[src/rtl/slot_wbr_pkg.sv]
`timescale 1ns/1ps
package slot_wbr_pkg;
  localparam int SLOT_AW = 14;
  localparam int WIN_AW  = 12;
  localparam int PAGE_W  = 11;
  localparam int DW      = 8;
  localparam int FLASH_AW = PAGE_W + WIN_AW;
  localparam int HI_BITS  = PAGE_W - DW;

  typedef enum logic [2:0] {
    AR_NONE, AR_WIN, AR_DATA, AR_COMMIT, AR_PG_LO, AR_PG_HI
  } area_e;

  // Slot address map decode.
  function automatic area_e decode_area(input logic [SLOT_AW-1:0] a);
    area_e r;
    r = AR_NONE;
    if (a[13:12] == 2'd0)      r = AR_WIN;
    else if (a[13:12] == 2'd2) r = AR_COMMIT;
    else if (a[13:8] == 6'h10) r = AR_DATA;
    else if (a[13:8] == 6'h30) r = AR_PG_LO;
    else if (a[13:8] == 6'h31) r = AR_PG_HI;
    return r;
  endfunction

  // Flash byte index from page and in-page offset.
  function automatic logic [FLASH_AW-1:0] flash_index(
      input logic [PAGE_W-1:0] page, input logic [WIN_AW-1:0] off);
    return {page, off};
  endfunction
endpackage

[src/rtl/wbr_decode.sv]
`timescale 1ns/1ps
module wbr_decode
  import slot_wbr_pkg::*;
(
  input  logic               clk,
  input  logic               rst_n,
  input  logic               host_sel,
  input  logic [SLOT_AW-1:0] host_addr,
  output area_e              area,
  output logic               sel_rise,
  output logic               ev_data,
  output logic               ev_commit,
  output logic               ev_pg_lo,
  output logic               ev_pg_hi
);
  logic sel_q;

  always_ff @(posedge clk) begin
    if (!rst_n) sel_q <= 1'b0;
    else        sel_q <= host_sel;
  end

  always_comb begin
    area      = decode_area(host_addr);
    sel_rise  = host_sel && !sel_q;
    ev_data   = sel_rise && (area == AR_DATA);
    ev_commit = sel_rise && (area == AR_COMMIT);
    ev_pg_lo  = sel_rise && (area == AR_PG_LO);
    ev_pg_hi  = sel_rise && (area == AR_PG_HI);
  end
endmodule

[src/rtl/wbr_cmd_regs.sv]
`timescale 1ns/1ps
module wbr_cmd_regs
  import slot_wbr_pkg::*;
(
  input  logic              clk,
  input  logic              rst_n,
  input  logic [DW-1:0]     arg,
  input  logic              ev_data,
  input  logic              ev_pg_lo,
  input  logic              ev_pg_hi,
  input  logic              commit_go,
  output logic [DW-1:0]     data_q,
  output logic              data_valid,
  output logic [PAGE_W-1:0] page_q
);
  always_ff @(posedge clk) begin
    if (!rst_n) begin
      data_q     <= '0;
      data_valid <= 1'b0;
    end else if (ev_data) begin
      data_q     <= arg;
      data_valid <= 1'b1;
    end else if (commit_go) begin
      data_valid <= 1'b0;
    end
  end

  always_ff @(posedge clk) begin
    if (!rst_n) page_q <= '0;
    else if (ev_pg_lo) page_q[DW-1:0] <= arg;
    else if (ev_pg_hi) page_q[PAGE_W-1:DW] <= arg[HI_BITS-1:0];
  end
endmodule

[src/rtl/wbr_we_timer.sv]
`timescale 1ns/1ps
module wbr_we_timer
  import slot_wbr_pkg::*;
#(
  parameter int WE_CYCLES = 4
) (
  input  logic                clk,
  input  logic                rst_n,
  input  logic                start,
  input  logic [FLASH_AW-1:0] addr_in,
  input  logic [DW-1:0]       data_in,
  output logic                busy,
  output logic [FLASH_AW-1:0] wr_addr,
  output logic [DW-1:0]       wr_data
);
  localparam int CNT_W = (WE_CYCLES < 2) ? 1 : $clog2(WE_CYCLES);
  localparam logic [CNT_W-1:0] CNT_LOAD = CNT_W'(WE_CYCLES - 1);

  logic [CNT_W-1:0] cnt;

  always_ff @(posedge clk) begin
    if (!rst_n) begin
      busy    <= 1'b0;
      cnt     <= '0;
      wr_addr <= '0;
      wr_data <= '0;
    end else if (start && !busy) begin
      busy    <= 1'b1;
      cnt     <= CNT_LOAD;
      wr_addr <= addr_in;
      wr_data <= data_in;
    end else if (busy) begin
      if (cnt == '0) busy <= 1'b0;
      else           cnt  <= cnt - 1'b1;
    end
  end
endmodule

[src/rtl/slot_wbr_bridge.sv]
`timescale 1ns/1ps
module slot_wbr_bridge
  import slot_wbr_pkg::*;
#(
  parameter int WE_CYCLES = 4
) (
  input  logic                clk,
  input  logic                rst_n,
  input  logic                host_sel,
  input  logic [13:0]         host_addr,
  output logic [7:0]          host_rdata,
  input  logic [7:0]          flash_rdata,
  output logic [22:0]         flash_addr,
  output logic [7:0]          flash_wdata,
  output logic                flash_data_oe,
  output logic                flash_ce_n,
  output logic                flash_oe_n,
  output logic                flash_we_n
);
  area_e               area;
  logic                sel_rise, ev_data, ev_commit, ev_pg_lo, ev_pg_hi;
  logic                commit_go, busy, data_valid, win_rd;
  logic [DW-1:0]       data_q, wr_data;
  logic [PAGE_W-1:0]   page_q;
  logic [FLASH_AW-1:0] wr_addr, tgt_addr;

  wbr_decode u_dec (
    .clk(clk), .rst_n(rst_n), .host_sel(host_sel), .host_addr(host_addr),
    .area(area), .sel_rise(sel_rise), .ev_data(ev_data), .ev_commit(ev_commit),
    .ev_pg_lo(ev_pg_lo), .ev_pg_hi(ev_pg_hi)
  );

  wbr_cmd_regs u_regs (
    .clk(clk), .rst_n(rst_n), .arg(host_addr[DW-1:0]), .ev_data(ev_data),
    .ev_pg_lo(ev_pg_lo), .ev_pg_hi(ev_pg_hi), .commit_go(commit_go),
    .data_q(data_q), .data_valid(data_valid), .page_q(page_q)
  );

  assign commit_go = ev_commit && data_valid && !busy;
  assign tgt_addr  = flash_index(page_q, host_addr[WIN_AW-1:0]);

  wbr_we_timer #(.WE_CYCLES(WE_CYCLES)) u_we (
    .clk(clk), .rst_n(rst_n), .start(commit_go), .addr_in(tgt_addr),
    .data_in(data_q), .busy(busy), .wr_addr(wr_addr), .wr_data(wr_data)
  );

  always_comb begin
    win_rd        = host_sel && (area == AR_WIN) && !busy;
    flash_addr    = busy ? wr_addr : tgt_addr;
    flash_wdata   = wr_data;
    flash_data_oe = busy;
    flash_we_n    = !busy;
    flash_oe_n    = !win_rd;
    flash_ce_n    = !(busy || win_rd);
    host_rdata    = win_rd ? flash_rdata : 8'hFF;
  end
endmodule

[config.mk]
export PLATFORM = sky130hd
export DESIGN_NAME = slot_wbr_bridge
export DESIGN_NICKNAME = d
export VERILOG_FILES = /design/src/rtl/slot_wbr_pkg.sv /design/src/rtl/wbr_decode.sv /design/src/rtl/wbr_cmd_regs.sv /design/src/rtl/wbr_we_timer.sv /design/src/rtl/slot_wbr_bridge.sv
export SDC_FILE = /design/constraint.sdc
export NUM_CORES = 1
export LEC_CHECK = 0
export ABC_CLOCK_PERIOD_IN_PS = 1400
export BUFFER_PORTS_ARGS = -buffer_cell sky130_fd_sc_hd__clkbuf_2
export CAP_MARGIN = 10
export CORE_ASPECT_RATIO = 1.2
export CORE_MARGIN = 1
export CORE_UTILIZATION = 25
export DETAILED_ROUTE_END_ITERATION = 10
export PLACE_DENSITY = 0.43
export REMOVE_ABC_BUFFERS = 1
export SLEW_MARGIN = 30
export SYNTH_ARGS = -nofsm -noshare
export SYNTH_HDL_FRONTEND = slang
export SYNTH_SLANG_ARGS = --single-unit
export TNS_END_PERCENT = 5
[constraint.sdc]
create_clock -name clk -period 1.4 [get_ports clk]
set_input_delay 0.14 -clock clk [delete_from_list [all_inputs] [get_ports clk]]
set_output_delay 0.14 -clock clk [all_outputs]
set_load 0.1 [all_outputs]
==> results.py <==
metrics = {
    "grt": {
        "overflow": 0,
        "grt_pass1_vias": 1789,
        "grt_pass1_wl_mm": 9.204,
        "antenna_found_initial": 0,
        "grtUsageTotal": 0.1155,
        "grt_max_degree": 66,
    },
    "cts": {
        "ctsHoldBuffers": 0,
        "cts_buffers": 5,
        "numClockSinks": 55,
        "htree_levels": 2,
        "postCtsSetupBuffers": 0,
        "clk_latency_ns": 0.29,
        "cts_tree": "done",
        "clockBufferDepth": 2,
        "clk_pin_slew_ns": 0.07,
        "cts_root_buf": "clkbuf_16",
    },
    "floorplan": {
        "die_w_um": 92.02,
        "fp.dieArea_um2": 10120,
        "die_y_um": 110.0,
        "start_util": 0.2568,
        "rows": 39,
        "io_pins": 68,
        "coreArea_um2": 9467,
    },
    "finish": {
        "diodes": 0,
        "layout.cells.non_filler": 438,
        "drive_above_1_share": 0.3714,
        "fin_nets": 340,
        "utilization": 0.3892,
        "syn2layout_area_growth_pct": 51.57,
    },
    "sta": {
        "fmax_ghz": 0.6616,
        "fin_skew_ns": 0.002241,
        "maxSlewHeadroom": 0.6363,
        "tightest_slew_ns": 0.5479,
        "setup-violations-final": 32,
        "min_period_ns": 1.511,
        "rsz0062_at_grt": "yes",
        "period_share": 1.080,
        "hold_viol": 0,
        "final_max_slew_viol_count": 0,
        "setup_tns_ns": -2.739,
        "layout_setup_ws_ns": -0.1114,
    },
    "routing": {
        "drtIter0Drc": 38,
        "dr.pass1.iters": 4,
        "drt-vias-per-instance": 4.356,
        "totalWireLength_mm": 5.524,
        "drc": 0,
        "vias": 1908,
        "ant_nets": 0,
        "wl_per_cell_um": 12.61,
    },
    "logic_synthesis": {
        "synth_top_cell_by_area": "dfxtp_1",
        "syn_area_um2": 2431,
        "synth-seq-cells": 55,
        "yosysSeqAreaShare": 0.4529,
        "synth-edff-count": 0,
        "synthDominantCellAreaShare": 0.4529,
        "synth.distinct_cells": 26,
        "syn_avg_cell_area_um2": 10.05,
        "synthTopCellsByArea": "dfxtp_1, mux2i_1, mux2_2",
        "ys_warn_count": 0,
        "synth.most_common_cell": "nand2_1",
        "async_reset_ff_frac": 0,
        "syn_inst": 242,
        "synth_common_cells": "nand2_1, dfxtp_1, mux2i_1",
        "synth_ff_type": "dfxtp_1",
    },
    "place": {
        "place_congestion": 0.6589,
        "hpwl_mm": 3.890,
        "dp_slack_ns": -0.01195,
        "dp.cells": 430,
        "port_buffers": 67,
    },
    "power": {
        "p_per_area_nw_per_um2": 884.2,
        "netSwitchingFraction": 0.2614,
        "p_clk_frac": 0.368,
        "leakagePower_nw": 1.722,
        "ir_drop_mv": 0.4196,
        "internal_power_mw": 2.407,
        "combPwrFrac": 0.151,
        "seq_power_share": 0.481,
        "power.switching_mw": 0.8515,
    },
    "worst_setup_path": {
        "critPathKind": "reg -> out",
        "worstPathArrival_ns": 1.37,
        "cp.required_ns": 1.26,
        "crit_path_start_kind": "flip-flop",
        "cp-end-kind": "output port",
        "critPathMaxFanout": 9,
    },
    "run": {
        "maxCapViolations": 0,
    },
    "hold_path": {
        "holdCritPathClass": "in -> reg",
    },
    "run_status": {
        "status": "finished with violations",
        "violations": "negative setup slack",
    },
}
-- kinds of logic after synthesis --
group | Yosys count | share of synthesized area
AOI/OAI and AO/OA | 5 | 0.01184
xor gates and xnor gates | 1 | 0.003603
adders and majority gates | 1 | 0.005146
buffers and inverters | 22 | 0.05301
DFF | 55 | 0.4529
muxes | 74 | 0.3170
and+or+nand+nor | 84 | 0.1565
-- state kept, by name, indices dropped and copies added, names as in the netlist --
register / cells
u_regs.data_valid: 1
u_regs.data_q: 8
u_we.busy: 1
u_we.cnt: 2
u_we.wr_data: 8
u_dec.sel_q: 1
u_we.wr_addr: 23
u_regs.page_q: 11
-- worst paths after layout --
check / to / cells past startpoint / from / slack, ns
worst max-delay path: flash_addr[3] / 3 / u_we.busy / -0.11
worst min-delay path: u_dec.sel_q / 2 / host_sel / 0.11
worst max register to register: u_we.wr_addr[10] / 5 / u_we.busy / 0.09
worst min register to register: u_we.wr_data[0] / 2 / u_we.wr_data[0] / 0.46
-- critical path: stages (launching register included) --
cell,delay [ns]
dfxtp_4,0.39
buf_8,0.15
mux2_2,0.37
buf_12,0.17
-- placed cells by master (no fill, tap or decap) --
| cell type | Yosys | layout |
|---|---|---|
| nor2b_2 | 0 | 1 |
| nand4_1 | 1 | 1 |
| dfxtp_1 | 55 | 54 |
| nand2_1 | 62 | 62 |
| buf_4 | 1 | 10 |
| inv_1 | 5 | 5 |
| clkbuf_16 | 0 | 5 |
| buf_12 | 0 | 38 |
| buf_8 | 0 | 2 |
| nand2b_1 | 9 | 9 |
| clkinv_2 | 0 | 1 |
| nor4_1 | 1 | 1 |
| nand4b_1 | 1 | 1 |
| nor2_1 | 1 | 1 |
| xnor2_1 | 1 | 1 |
| and3_4 | 0 | 1 |
| a21oi_1 | 4 | 4 |
| mux2_2 | 24 | 16 |
| o2bb2ai_1 | 1 | 1 |
| dfxtp_4 | 0 | 1 |
| clkbuf_1 | 5 | 2 |
| mux2_4 | 0 | 8 |
| ha_1 | 1 | 1 |
| mux2i_1 | 50 | 50 |
| nor3b_2 | 1 | 1 |
| nor2b_1 | 2 | 1 |
| and4_1 | 1 | 1 |
| nand3_2 | 0 | 1 |
| nor4b_1 | 1 | 1 |
| clkbuf_2 | 0 | 32 |
| and2_1 | 2 | 2 |
-- power by group through the flow --
stage / sequential (mW) / clock, mW / combinational, mW
floorplan: 1.60 / 0 / 0.260
global placement: 1.60 / 0 / 0.488
detailed placement: 1.60 / 0 / 0.491
CTS: 1.57 / 1.26 / 0.496
global route: 1.57 / 1.30 / 0.515
finish: 1.57 / 1.20 / 0.491
-- routing by layer --
metal | share of wire | GRT usage | vias to the layer above | routed length, um
met2 | 0.47 | 0.1914 | 47 | 2617
met5 | 0 | 0 | - | 0
li1 | - | - | 955 | -
met4 | 0.013 | 0.03683 | 0 | 70
met3 | 0.052 | 0.02949 | 5 | 286
met1 | 0.46 | 0.1472 | 901 | 2550
-- through the flow --
step / cell area (um^2) / total power, mW / hold slack [ns]
after floorplan: 2321 / 1.865 / 0.2617
after global placement: 3491 / 2.092 / 0.3905
after detailed placement: 3491 / 2.095 / 0.4007
after CTS: 3679 / 3.318 / 0.1060
after global routing: 3685 / 3.380 / 0.1117
final: 3685 / 3.258 / 0.1121
-- what timing repair did --
item                                    in CTS  in global routing
gates cloned                                 0                  0
endpoints found under the setup margin      33                 35
endpoints found under the hold margin        0                  0
resized for setup                           15                  2
-- cell type report --
| type | count | area [um^2] |
|---|---|---|
| Tap cell | 123 | 153.9 |
| Timing Repair Buffer | 82 | 1026 |
| Multi-Input combinational cell | 165 | 1244 |
| Inverter | 5 | 18.77 |
| Sequential cell | 55 | 1105 |
| Fill cell | 957 | 5782 |
| Clock buffer | 7 | 132.6 |
| Clock inverter | 1 | 5.005 |
Note: power is estimated with default switching activity, not from simulation.
